<file path="config.mk">
export PLATFORM = sky130hd
export DESIGN_NAME = baud_tick_gen
export DESIGN_NICKNAME = d
export VERILOG_FILES = /design/src/rtl/baud_pkg.sv /design/src/rtl/baud_cfg_reg.sv /design/src/rtl/baud_ref_sel.sv /design/src/rtl/baud_divider.sv /design/src/rtl/baud_tick_gen.sv
export SDC_FILE = /design/constraint.sdc
export NUM_CORES = 1
export LEC_CHECK = 0
export CORE_ASPECT_RATIO = 1.5
export CORE_UTILIZATION = 56
export CTS_BUF_LIST = sky130_fd_sc_hd__clkbuf_16
export DETAILED_ROUTE_END_ITERATION = 16
export PLACE_DENSITY = 0.81
export SYNTH_ARGS = -nofsm -noshare
export SYNTH_HDL_FRONTEND = slang
export SYNTH_SLANG_ARGS = --single-unit
</file>
<file path="constraint.sdc">
create_clock -name clk -period 2.9 [get_ports clk]
set_clock_uncertainty 0.15 [all_clocks]
set_input_delay 0.58 -clock clk [delete_from_list [all_inputs] [get_ports clk]]
set_output_delay 0.58 -clock clk [all_outputs]
set_load 0.02 [all_outputs]
</file>
<file path="src/rtl/baud_pkg.sv">
package baud_pkg;

    localparam int DIVCNT_W = 23;
    localparam int CFG_W    = 32;

    typedef enum logic [1:0] {
        XPRE_THIRD = 2'b00,
        XPRE_PASS  = 2'b01,
        XPRE_HALF  = 2'b10,
        XPRE_HALF2 = 2'b11
    } xtal_pre_e;

    // Field positions are the software-visible layout of the word
    typedef struct packed {
        logic [3:0]          rsv_top;
        xtal_pre_e           xpre;
        logic                rsv_mid;
        logic                use_xtal;
        logic                run;
        logic [DIVCNT_W-1:0] divn;
    } baud_cfg_t;

    function automatic logic [1:0] xpre_ratio(input xtal_pre_e code);
        case (code)
            XPRE_THIRD: return 2'd3;
            XPRE_PASS:  return 2'd1;
            default:    return 2'd2;
        endcase
    endfunction

    function automatic baud_cfg_t clean_cfg(input logic [CFG_W-1:0] raw, input bit legacy);
        baud_cfg_t c;
        c = baud_cfg_t'(raw);
        c.rsv_top = '0;
        c.rsv_mid = 1'b0;
        if (legacy) c.xpre = XPRE_THIRD;
        return c;
    endfunction

    function automatic logic timing_moved(input baud_cfg_t a, input baud_cfg_t b);
        return (a.divn != b.divn) || (a.use_xtal != b.use_xtal) || (a.xpre != b.xpre);
    endfunction

endpackage

</file>
<file path="src/rtl/baud_cfg_reg.sv">
module baud_cfg_reg
    import baud_pkg::*;
#(
    parameter bit LEGACY_MODE = 1'b0
) (
    input  logic             clk,
    input  logic             rst,
    input  logic             cfg_we,
    input  logic [CFG_W-1:0] cfg_wdata,
    input  logic             tx_idle,
    output baud_cfg_t        live_cfg,
    output logic             restart,
    output logic [CFG_W-1:0] cfg_rdata
);

    baud_cfg_t live_q, park_q, live_d, park_d, wr_cfg;
    logic      park_vld_q, park_vld_d;

    assign wr_cfg = clean_cfg(cfg_wdata, LEGACY_MODE);

    always_comb begin
        live_d     = live_q;
        park_d     = park_q;
        park_vld_d = park_vld_q;
        if (cfg_we) begin
            if (tx_idle) begin
                live_d     = wr_cfg;
                park_vld_d = 1'b0;
            end else begin
                park_d     = wr_cfg;
                park_vld_d = 1'b1;
            end
        end else if (park_vld_q && tx_idle) begin
            live_d     = park_q;
            park_vld_d = 1'b0;
        end
    end

    assign restart = timing_moved(live_d, live_q);

    always_ff @(posedge clk) begin
        if (rst) begin
            live_q     <= '0;
            park_q     <= '0;
            park_vld_q <= 1'b0;
        end else begin
            live_q     <= live_d;
            park_q     <= park_d;
            park_vld_q <= park_vld_d;
        end
    end

    assign live_cfg  = live_q;
    assign cfg_rdata = park_vld_q ? park_q : live_q;


    busy_holds_chk: assert property (@(posedge clk) disable iff (rst)
        !tx_idle |=> $stable(live_q));


    park_apply_chk: assert property (@(posedge clk) disable iff (rst)
        (park_vld_q && tx_idle && !cfg_we) |=> (live_q == $past(park_q)));

    generate
        if (LEGACY_MODE) begin : g_legacy_chk

            legacy_pre_chk: assert property (@(posedge clk) disable iff (rst)
                cfg_rdata[27:26] == 2'b00);
        end
    endgenerate

endmodule

</file>
<file path="src/rtl/baud_ref_sel.sv">
module baud_ref_sel
    import baud_pkg::*;
#(
    parameter int SYS_PRESCALE = 4
) (
    input  logic      clk,
    input  logic      rst,
    input  logic      restart,
    input  logic      run,
    input  logic      use_xtal,
    input  xtal_pre_e xpre,
    input  logic      sys_stb,
    input  logic      xtal_stb,
    output logic      ref_pulse
);

    localparam int SYS_W = (SYS_PRESCALE > 1) ? $clog2(SYS_PRESCALE) : 1;

    logic       sys_hit, xtal_hit, clr;
    logic [1:0] xcnt_q, xlast;

    assign clr = rst || restart || !run;

    generate
        if (SYS_PRESCALE > 1) begin : g_sys_div
            logic [SYS_W-1:0] scnt_q;
            assign sys_hit = sys_stb && (scnt_q == SYS_W'(SYS_PRESCALE - 1));
            always_ff @(posedge clk) begin
                if (clr)          scnt_q <= '0;
                else if (sys_hit) scnt_q <= '0;
                else if (sys_stb) scnt_q <= scnt_q + 1'b1;
            end
        end else begin : g_sys_pass
            assign sys_hit = sys_stb;
        end
    endgenerate

    assign xlast    = xpre_ratio(xpre) - 2'd1;
    assign xtal_hit = xtal_stb && (xcnt_q == xlast);

    always_ff @(posedge clk) begin
        if (clr)           xcnt_q <= '0;
        else if (xtal_hit) xcnt_q <= '0;
        else if (xtal_stb) xcnt_q <= xcnt_q + 2'd1;
    end

    assign ref_pulse = run && (use_xtal ? xtal_hit : sys_hit);


    ref_source_chk: assert property (@(posedge clk) disable iff (rst)
        ref_pulse |-> (use_xtal ? xtal_stb : sys_stb));

endmodule

</file>
<file path="src/rtl/baud_divider.sv">
module baud_divider
    import baud_pkg::*;
#(
    parameter int CNT_W = DIVCNT_W
) (
    input  logic             clk,
    input  logic             rst,
    input  logic             restart,
    input  logic             run,
    input  logic [CNT_W-1:0] divn,
    input  logic             ref_pulse,
    output logic             tick
);

    logic [CNT_W-1:0] cnt_q;

    always_ff @(posedge clk) begin
        if (rst || restart || !run) begin
            cnt_q <= '0;
            tick  <= 1'b0;
        end else begin
            tick <= 1'b0;
            if (ref_pulse) begin
                if (cnt_q == divn) begin
                    cnt_q <= '0;
                    tick  <= 1'b1;
                end else begin
                    cnt_q <= cnt_q + 1'b1;
                end
            end
        end
    end


    tick_on_terminal_chk: assert property (@(posedge clk) disable iff (rst)
        tick |-> ($past(ref_pulse) && ($past(cnt_q) == $past(divn))));


    stopped_no_tick_chk: assert property (@(posedge clk) disable iff (rst)
        !run |=> !tick);


    restart_clear_chk: assert property (@(posedge clk) disable iff (rst)
        restart |=> ((cnt_q == '0) && !tick));

endmodule

</file>
<file path="src/rtl/baud_tick_gen.sv">
module baud_tick_gen
    import baud_pkg::*;
#(
    parameter bit LEGACY_MODE  = 1'b0,
    parameter int SYS_PRESCALE = 4
) (
    input  logic        clk,
    input  logic        rst,
    input  logic        cfg_we,
    input  logic [31:0] cfg_wdata,
    input  logic        tx_idle,
    input  logic        sys_stb,
    input  logic        xtal_stb,
    output logic [31:0] cfg_rdata,
    output logic        baud_tick
);

    baud_cfg_t live_cfg;
    logic      restart, ref_pulse;

    baud_cfg_reg #(.LEGACY_MODE(LEGACY_MODE)) u_cfg (
        .clk       (clk),
        .rst       (rst),
        .cfg_we    (cfg_we),
        .cfg_wdata (cfg_wdata),
        .tx_idle   (tx_idle),
        .live_cfg  (live_cfg),
        .restart   (restart),
        .cfg_rdata (cfg_rdata)
    );

    baud_ref_sel #(.SYS_PRESCALE(SYS_PRESCALE)) u_ref (
        .clk       (clk),
        .rst       (rst),
        .restart   (restart),
        .run       (live_cfg.run),
        .use_xtal  (live_cfg.use_xtal),
        .xpre      (live_cfg.xpre),
        .sys_stb   (sys_stb),
        .xtal_stb  (xtal_stb),
        .ref_pulse (ref_pulse)
    );

    baud_divider #(.CNT_W(DIVCNT_W)) u_div (
        .clk       (clk),
        .rst       (rst),
        .restart   (restart),
        .run       (live_cfg.run),
        .divn      (live_cfg.divn),
        .ref_pulse (ref_pulse),
        .tick      (baud_tick)
    );


    reserved_zero_chk: assert property (@(posedge clk) disable iff (rst)
        (cfg_rdata[31:28] == 4'h0) && !cfg_rdata[25]);


    reset_state_chk: assert property (@(posedge clk) disable iff (rst)
        $past(rst) |-> ((cfg_rdata == 32'h0) && !baud_tick));

endmodule

</file>
# After elaboration in Yosys (flattened, before gate mapping)
# Cells that the tools add are included.
[totals]
ff_bits = 88
in_bits = 38
out_inout_bits = 33
elab_cells = 56
[op_classes]
add_sub_neg = 4
eq_ne = 8
n_mux = 11
bitwise = 2
n_reduce_logical = 16
[op_table]
columns = ["op", "n"]
rows = [
  ["$mux W32", 4],
  ["$add A23 B1 Y23 const B", 1],
  ["$eq A23 B23 Y1", 1],
  ["$mux W23", 1],
  ["$ne A23 B23 Y1", 1],
  ["$reduce_or A2 Y1", 3],
  ["$mux W1", 5],
  ["$add A2 B1 Y2 const B", 2],
  ["$logic_and A1 B1 Y1", 4],
  ["$logic_or A1 B1 Y1", 4],
  ["$pmux W2 S2", 1],
  ["$reduce_and A2 Y1", 2],
  ["$eq A2 B1 Y1 const B", 1],
  ["$eq A2 B2 Y1", 1],
  ["$eq A2 B2 Y1 const B", 1],
  ["$logic_not A2 Y1", 1],
  ["$ne A2 B1 Y1 const B", 1],
  ["$ne A2 B2 Y1", 1],
  ["$not A1 Y1", 2],
  ["$reduce_bool A2 Y1", 1],
  ["$sub A2 B1 Y2 const B", 1],
  ["$logic_not A1 Y1", 1],
  ["$ne A1 B1 Y1", 1],
]

# Depth between registers and ports, before layout
# Gate-level depths: netlist (run 1).
[logic_depth]
depth_word = 9
mapped_depth = 10
depth_no_buf = 7

# Hierarchy
# Synthesis (run 1) repeated with hierarchy kept, for this count alone.
[unflattened]
cells_unflattened = 611
area_unflattened_um2 = 4906.0
[modules_own_cells]
columns = ["mod", "n_inst", "cells_per_inst", "area_each_um2", "seq_area_each_um2"]
rows = [
  ["baud_cfg_reg", 1, 437, 3364.5, 1101.1],
  ["baud_divider", 1, 146, 1301.2, 480.5],
  ["baud_ref_sel", 1, 28, 240.2, 80.1],
]

# Worst setup path before layout (run 1)
# No wires, ideal clock.
[synth_path]
path_kind = "reg2out"
startpoint = "register u_cfg.park_vld_q"
endpoint = "output port cfg_rdata[13]"
arrival_time_ps = 1687
required_time_ps = 2170
setup_slack_ps = 483
path_stages_with_launch = 5
n_path_buf = 3
cell_sequence = "dfxtp_1 > clkbuf_1 > clkbuf_1 > clkbuf_1 > mux2_2"
[synth_via]
elab_chain_cells = 1
[synth_rtl]
columns = ["element", "line", "rtl"]
rows = [
  ["start: declaration", "baud_cfg_reg.sv:17", "logic park_vld_q, park_vld_d;"],
  ["start signal: assignment", "baud_cfg_reg.sv:49", "park_vld_q <= park_vld_d;"],
  ["$mux W32", "baud_cfg_reg.sv:54", "assign cfg_rdata = park_vld_q ? park_q : live_q;"],
  ["end: declaration", "baud_tick_gen.sv:14", "output logic [31:0] cfg_rdata,"],
]
# Every way passes these cells.

# Worst setup path after layout (run 1)
[layout_path]
startpoint = "register u_cfg.park_vld_q"
endpoint = "output port cfg_rdata[20]"
# Same word-level chain as after synthesis.

==> results of run 1 <==
-- metal layers --
layer  GRT usage [%]  routed length [um]  vias to the layer above  part of all wire (%)
met5               0                   0                        -                     0
met3            4.68                 980                       51                   6.4
li1                -                   -                     2450                     -
met4            17.9                 645                        0                   4.2
met1            39.8                5950                     2457                    39
met2            54.8                7760                      233                    51
-- sequential cells by signal, indices dropped and copies added (netlist names) --
name,cells
u_cfg.live_cfg,27
u_ref.g_sys_div.scnt_q,2
u_div.tick,1
u_cfg.park_q,27
u_cfg.park_vld_q,1
u_ref.xcnt_q,2
u_div.cnt_q,23
-- area by class of cell --
class	count	area share, %
clock buffers	9	3.58
clock inverters	6	0.378
inverters	17	1.01
multi-input cells	507	51.6
flip-flops and latches	83	26.5
well taps	110	2.19
repair buffers	98	14.8
-- worst paths after layout --
| path | slack, ps | cells past startpoint | end | startpoint |
|---|---|---|---|---|
| hold reg to reg | 320 | 2 | u_cfg.park_q[23]$_SDFFE_PP0P_ | u_cfg.park_q[23]$_SDFFE_PP0P_ |
| hold / removal | 320 | 2 | u_cfg.park_q[23]$_SDFFE_PP0P_ | u_cfg.park_q[23]$_SDFFE_PP0P_ |
| setup / recovery | 110 | 3 | cfg_rdata[20] | u_cfg.park_vld_q$_SDFFE_PP0P_ |
| setup reg to reg | 410 | 6 | u_div.cnt_q[19]$_SDFFE_PP0P_ | u_cfg.live_cfg[27]$_SDFF_PP0_ |
-- through the flow --
step	cell area, um^2	cells	hold slack (ps)
final	6290	830	325
after detailed placement	6040	815	316
after CTS	6290	830	324
after global placement	6040	815	305
after global routing	6290	830	337
after floorplan	5270	656	294
-- what timing repair did --
action / 4_1_cts / 5_1_grt
gates resized for setup: 1 / 0
hold endpoints to repair: 0 / 0
endpoints found under the setup margin: 1 / 0
-- tightest hold or removal path, cell delays in order, from the launching register on --
cell and delay [ps]:
dfxtp_1 310, nand2_1 50, a21oi_1 60
-- synth_stat cells (3+ instances only) --
cell type | instances | share of area [%]
a211oi_1 | 6 | 0.86
a211oi_2 | 5 | 1.2
a21oi_1 | 39 | 3.7
a31oi_1 | 5 | 0.60
and3_1 | 3 | 0.36
and3b_1 | 10 | 1.7
buf_2 | 10 | 0.95
buf_4 | 7 | 1.0
buf_6 | 7 | 1.5
clkbuf_1 | 21 | 1.5
dfxtp_1 | 83 | 32
inv_1 | 16 | 1.1
mux2_2 | 17 | 3.6
nand2_1 | 94 | 6.7
nand3_1 | 21 | 2.0
nand3b_1 | 23 | 3.3
nand4_1 | 17 | 2.0
nand4b_1 | 3 | 0.50
nor2_1 | 33 | 2.4
nor2b_1 | 5 | 0.60
nor3_1 | 19 | 1.8
nor3_2 | 18 | 3.4
nor3b_1 | 4 | 0.57
nor4_1 | 5 | 0.60
nor4b_1 | 3 | 0.50
nor4bb_1 | 9 | 1.7
o211a_1 | 4 | 0.76
o21ai_0 | 56 | 5.3
o21ai_1 | 4 | 0.38
o221ai_1 | 5 | 0.83
o22ai_1 | 3 | 0.36
or3_1 | 4 | 0.48
xnor2_1 | 35 | 5.8
xor2_1 | 22 | 3.7
-- power groups by stage --
stage	clock, uW	combinational (uW)	sequential (uW)
after floorplan	0	368	1250
after global placement	0	559	1280
after detailed placement	0	570	1280
after CTS	1020	573	1260
after global routing	1060	620	1270
final	1010	578	1260
-- logic make-up (layout without fill, tap and decap cells) --
group / count (synthesis) / after routing / synth area share [%]
buffers and inverters: 66 / 130 / 6.91
adder cells (fa/ha/maj): 2 / 2 / 0.476
XOR/XNOR: 57 / 57 / 9.50
other: 1 / 5 / 0.0714
AND/OR/NAND/NOR: 283 / 283 / 30.8
AO/OA/AOI/OAI: 143 / 143 / 17.0
multiplexers: 17 / 17 / 3.64
flip-flops: 83 / 83 / 31.6
==> results by group, run 1 <==
Run status
  – Run status: completed

Power and ir drop
  – Switching power: 840 uW
  – Power density over the cells: 453 mW/mm^2
  – Total power: 2850 uW
  – Flop pwr share: 44.2%
  – Pint: 2010 uW
  – Net switching fraction of the power: 29.5%
  – Clock power share: 35.5%
  – Combinational share of power: 20.3%
  – Leakage power: 0.00220 uW
  – Worst ir drop on vdd: 383 uV

Placement
  – Post-place setup slack: -64.0 ps
  – Port bufs: 60
  – Gpl congestion: 0.940
  – DP HPWL: 11300 um

STA
  – Final Critical Period: 2790 ps
  – Relative slew slack: 66.3%
  – F_max: 358 MHz
  – Slew Viols, Final: 0
  – Unrepaired setup endpoints after global routing: no
  – Final setup margin: 109 ps
  – Worst slew pin tran: 506 ps
  – Total negative slack: 0 ps
  – Tcrit/Tclk final: 96.2%
  – Setup Viol. Count Final: 0
  – Final hold vios: 0

Route
  – Via count: 5191
  – DRT Wirelength: 15300 um
  – DR WL/cell: 18.5 um
  – Routed Antenna Nets: 0
  – Vias per inst: 6.25
  – # DRC: 0
  – DRT iter0 DRCs: 333
  – DR pass1 iterations: 5

Clock tree
  – CTS tree: built
  – Num CTS Buffers: 9
  – Clock latency on the worst-skew pair: 350 ps
  – Number of H-tree levels: 3
  – Sink Count: 83
  – Postcts setup bufs: 0
  – Post-CTS Hold Buffers: 0
  – CTS Root Cell: clkbuf_16
  – Max clock buf depth: 2
  – Worst-path clk slew: 60 ps

Synthesis
  – Avg Cell Area, Syn: 8.06 um^2
  – Async SR Flop Fraction: 0%
  – Synth Register Bits: 83
  – Mapped cell area: 0.00525 mm^2
  – Unique cell type count in the Yosys netlist: 64
  – Cells after Synth: 652
  – Yosys synthesis warning count: 0
  – Main flop type after synthesis: dfxtp_1
  – Sequential share of the synthesized area: 31.6%
  – Number of enable flip-flop cells after synthesis: 0

Cells and area
  – Final nets: 756
  – Final Util: 70.0%
  – Layout cells sized above 1: 13.9%
  – Area delta synth->final: 19.7%
  – Reg area: 0.00167 mm^2
  – Commonest non-fill, non-tap cell in the layout: nand2_1
  – Area of the multi-input gates: 0.00324 mm^2
  – Filler cells: 723
  – Antenna Cells: 0
  – Most frequent cells in the layout: nand2_1 (94), dfxtp_1 (82), clkdlybuf4s50_1 (59)

Die
  – # rows: 42
  – DIE HEIGHT: 121 um
  – Die Span X: 81.1 um
  – # IOs: 71
  – Initial Util: 58.5%
  – Core footprint: 0.00899 mm^2
  – Die area: 0.00978 mm^2

Worst setup path
  – Worst path required time: 2170 ps
  – Crit-path cells: buf_12, mux2_2, clkdlybuf4s50_1
  – Worst setup SP type: flop
  – Critical Path Max Stage Delay: 550 ps
  – Critical path arrival: 2060 ps
  – Worst Setup Path Type: reg2out
  – Critical Path End Type: primary output
  – Buffers plus inverters on the worst setup path: 2
  – Critical path peak fanout: 41
  – Cell family contributing the most delay on the critical path: buffers and inverters
  – Crit-path slowest cell: clkdlybuf4s50_1

GRT
  – Vias in the first global route: 4982
  – Initial antenna violation count: 0
  – Total congestion overflow: 0
  – GRT Util Overall: 32.9%
  – Largest net degree at the start of global routing: 42
  – First-pass GRT wire length: 24400 um

Job
  – Max-Cap Viols: 0

Worst hold path
  – HP Class: reg2reg
Power figures use the tool's default switching activity.
==> run 2, diff against run 1 <==
--- a/config.mk
+++ b/config.mk
@@ -6,10 +6,10 @@
 export NUM_CORES = 1
 export LEC_CHECK = 0
 export CORE_ASPECT_RATIO = 1.5
-export CORE_UTILIZATION = 56
+export CORE_UTILIZATION = 50
 export CTS_BUF_LIST = sky130_fd_sc_hd__clkbuf_16
 export DETAILED_ROUTE_END_ITERATION = 16
-export PLACE_DENSITY = 0.81
+export PLACE_DENSITY = 0.77
 export SYNTH_ARGS = -nofsm -noshare
 export SYNTH_HDL_FRONTEND = slang
 export SYNTH_SLANG_ARGS = --single-unit
==> constraint.sdc (replaced) <==
create_clock -name clk -period 2.3 [get_ports clk]
set_clock_uncertainty 0.15 [all_clocks]
set_input_delay 0.46 -clock clk [delete_from_list [all_inputs] [get_ports clk]]
set_output_delay 0.46 -clock clk [all_outputs]
set_load 0.02 [all_outputs]
==> results by group, run 2 (synthesis gave the netlist of run 1 again) <==
Run status
  – Run status: complete, but fails checks (was completed)
  – Failing checks: negative setup slack

Placement
  – Dpl cells: 880 (was 815)
  – DP HPWL: 12000 um (was 11300 um)
  – Post-DP Area: 0.00640 mm^2 (was 0.00604 mm^2)
  – Post-place setup slack: -536 ps (was -64.0 ps)
  – Port bufs: 60 (unchanged)
  – Gpl congestion: 0.902 (was 0.940)

Route
  – DR WL/cell: 20.3 um (was 18.5 um)
  – Via count: 5676 (was 5191)
  – Vias per inst: 6.21 (was 6.25)
  – # DRC: 0 (unchanged)
  – DR pass1 iterations: 5 (unchanged)
  – Routed Antenna Nets: 0 (unchanged)
  – DRT Wirelength: 18500 um (was 15300 um)
  – DRT iter0 DRCs: 467 (was 333)

GRT
  – Total congestion overflow: 0 (unchanged)
  – First-pass GRT wire length: 26200 um (was 24400 um)
  – Vias in the first global route: 5215 (was 4982)
  – GRT Util Overall: 31.0% (was 32.9%)
  – Largest net degree at the start of global routing: 32 (was 42)
  – Initial antenna violation count: 0 (unchanged)

STA
  – Final Critical Period: 2410 ps
  – Tcrit/Tclk final: 105%
  – Slew Viols, Final: 0 (unchanged)
  – Setup Viol. Count Final: 21 (was 0)
  – Unrepaired setup endpoints after global routing: yes (was no)
  – Final hold vios: 0 (unchanged)
  – F_max: 415 MHz
  – Final setup margin: -107 ps (was 109 ps)

Cells and area
  – Most frequent cells in the layout: nand2_1 (93), dfxtp_1 (82), buf_4 (65) (was nand2_1 (94), dfxtp_1 (82), clkdlybuf4s50_1 (59))
  – Final Util: 70.7% (was 70.0%)
  – Area delta synth->final: 37.2% (was 19.7%)
  – Fin area: 0.00721 mm^2 (was 0.00629 mm^2)
  – Commonest non-fill, non-tap cell in the layout: nand2_1 (unchanged)
  – Layout cells sized above 1: 22.6% (was 13.9%)
  – Non-Filler Instances: 914 (was 830)
  – Antenna Cells: 0 (unchanged)
  – Final nets: 809 (was 756)

Clock tree
  – Max clock buf depth: 2 (unchanged)
  – Num CTS Buffers: 9 (unchanged)
  – Worst-path clk slew: 60 ps (about the same)
  – Clock latency on the worst-skew pair: 340 ps (was 350 ps)
  – Sink Count: 83 (unchanged)
  – Number of H-tree levels: 3 (unchanged)
  – CTS Root Cell: clkbuf_16 (unchanged)
  – CTS tree: built (unchanged)

Die
  – Die area: 0.0109 mm^2 (was 0.00978 mm^2)
  – Initial Util: 51.5% (was 58.5%)
  – # IOs: 71 (unchanged)
  – Core footprint: 0.0102 mm^2 (was 0.00899 mm^2)
  – DIE HEIGHT: 128 um (was 121 um)
  – # rows: 45 (was 42)
  – Die Span X: 85.7 um (was 81.1 um)

Worst setup path
  – Cell family contributing the most delay on the critical path: compound AO/OA/AOI/OAI gates (was buffers and inverters)
  – Critical Path Max Stage Delay: 530 ps (was 550 ps)
  – Most frequent cell on the critical path: buf_12
  – Worst path required time: 2410 ps (was 2170 ps)
  – Crit-path slowest cell: o41ai_4 (was clkdlybuf4s50_1)
  – Crit-path cells: buf_12, buf_12, buf_12, buf_6, nand3b_1, nand4_1, o41ai_4, o2111ai_4, buf_12, nor3_2 (was buf_12, mux2_2, clkdlybuf4s50_1)
  – Critical path arrival: 2520 ps (was 2060 ps)
  – Worst setup SP type: input pin (was flop)
  – Critical path peak fanout: 8 (was 41)
  – Buffers plus inverters on the worst setup path: 5 (was 2)
  – Critical Path End Type: flop (was primary output)
  – Worst Setup Path Type: in2reg (was reg2out)

Worst hold path
  – HP Class: in2reg (was reg2reg)

Job
  – Max-Cap Viols: 0 (unchanged)

Power and ir drop
  – Worst ir drop on vdd: 548 uV (was 383 uV)
  – Leakage power: 0.00290 uW (was 0.00220 uW)
  – Power density over the cells: 527 mW/mm^2 (was 453 mW/mm^2)
run 2: repair_timing:
| item | 4_1_cts | 5_1_grt |
|---|---|---|
| cloned | 1 | 10 |
| setup endpoints to repair | 55 | 28 |
| pin swaps | 5 | 31 |
| hold buffers | 0 | 0 |
| gates resized for setup | 37 | 62 |
| buffers inserted | 0 | 8 |
run 2: power by group:
part | internal, uW | total (uW) | leakage, uW | switching [uW]
logic | 435 | 925 | 0.00210 | 491
registers | 1500 | 1590 | 0.000678 | 91.2
clock network | 706 | 1280 | 0.000129 | 577
total | 2640 | 3800 | 0.00290 | 1160
run 2: stage by stage:
step / power [uW] / setup TNS (ps) / hold WS [ps]
after global placement: 2390 / -12230 / 307
after detailed placement: 2400 / -14300 / 319
after CTS: 3650 / 0 / 327
after floorplan: 2040 / 0 / 294
after global routing: 3910 / -2230 / 298
final: 3800 / -793 / 290
run 2: worst paths after layout:
path,endpoint,cells after the start,slack [ps],startpoint
hold / removal,u_cfg.park_q[3]$_SDFFE_PP0P_,3,290,cfg_wdata[3]
hold reg to reg,u_cfg.park_q[12]$_SDFFE_PP0P_,2,330,u_cfg.park_q[12]$_SDFFE_PP0P_
setup / recovery,u_div.cnt_q[13]$_SDFFE_PP0P_,10,-110,cfg_we
setup reg to reg,u_div.cnt_q[13]$_SDFFE_PP0P_,8,-80,u_cfg.park_vld_q$_SDFFE_PP0P_
run 2: final cells by class:
cell class | count | area, um^2
fillers | 771 | 2980
clock inverters | 6 | 25.0
well taps | 141 | 176
clock buffers | 9 | 225
inverters | 17 | 65.1
flip-flops and latches | 83 | 1670
multi-input cells | 507 | 3450
repair buffers | 151 | 1600
run 2: metal layers:
metal / wire, um / global-route usage (%) / up-vias / part of all wire, %
met5: 0 / 0 / - / 0
met4: 1120 / 18.7 / 0 / 6.0
met3: 1370 / 6.14 / 87 / 7.4
met2: 9340 / 53.2 / 323 / 50
met1: 6700 / 35.2 / 2709 / 36
li1: - / - / 2557 / -
run 2: worst min-delay path, cell delays in order:
cell	delay, ps
dlymetal6s2s_1	150
nand2_1	60
a21oi_1	60
==> run 3, diff against run 2 <==
--- a/config.mk
+++ b/config.mk
@@ -5,6 +5,7 @@
 export SDC_FILE = /design/constraint.sdc
 export NUM_CORES = 1
 export LEC_CHECK = 0
+export ABC_CLOCK_PERIOD_IN_PS = 2300
 export CORE_ASPECT_RATIO = 1.5
 export CORE_UTILIZATION = 50
 export CTS_BUF_LIST = sky130_fd_sc_hd__clkbuf_16
==> results of run 3 <==
Final layout, timing and power as in run 2 (identical DEF).
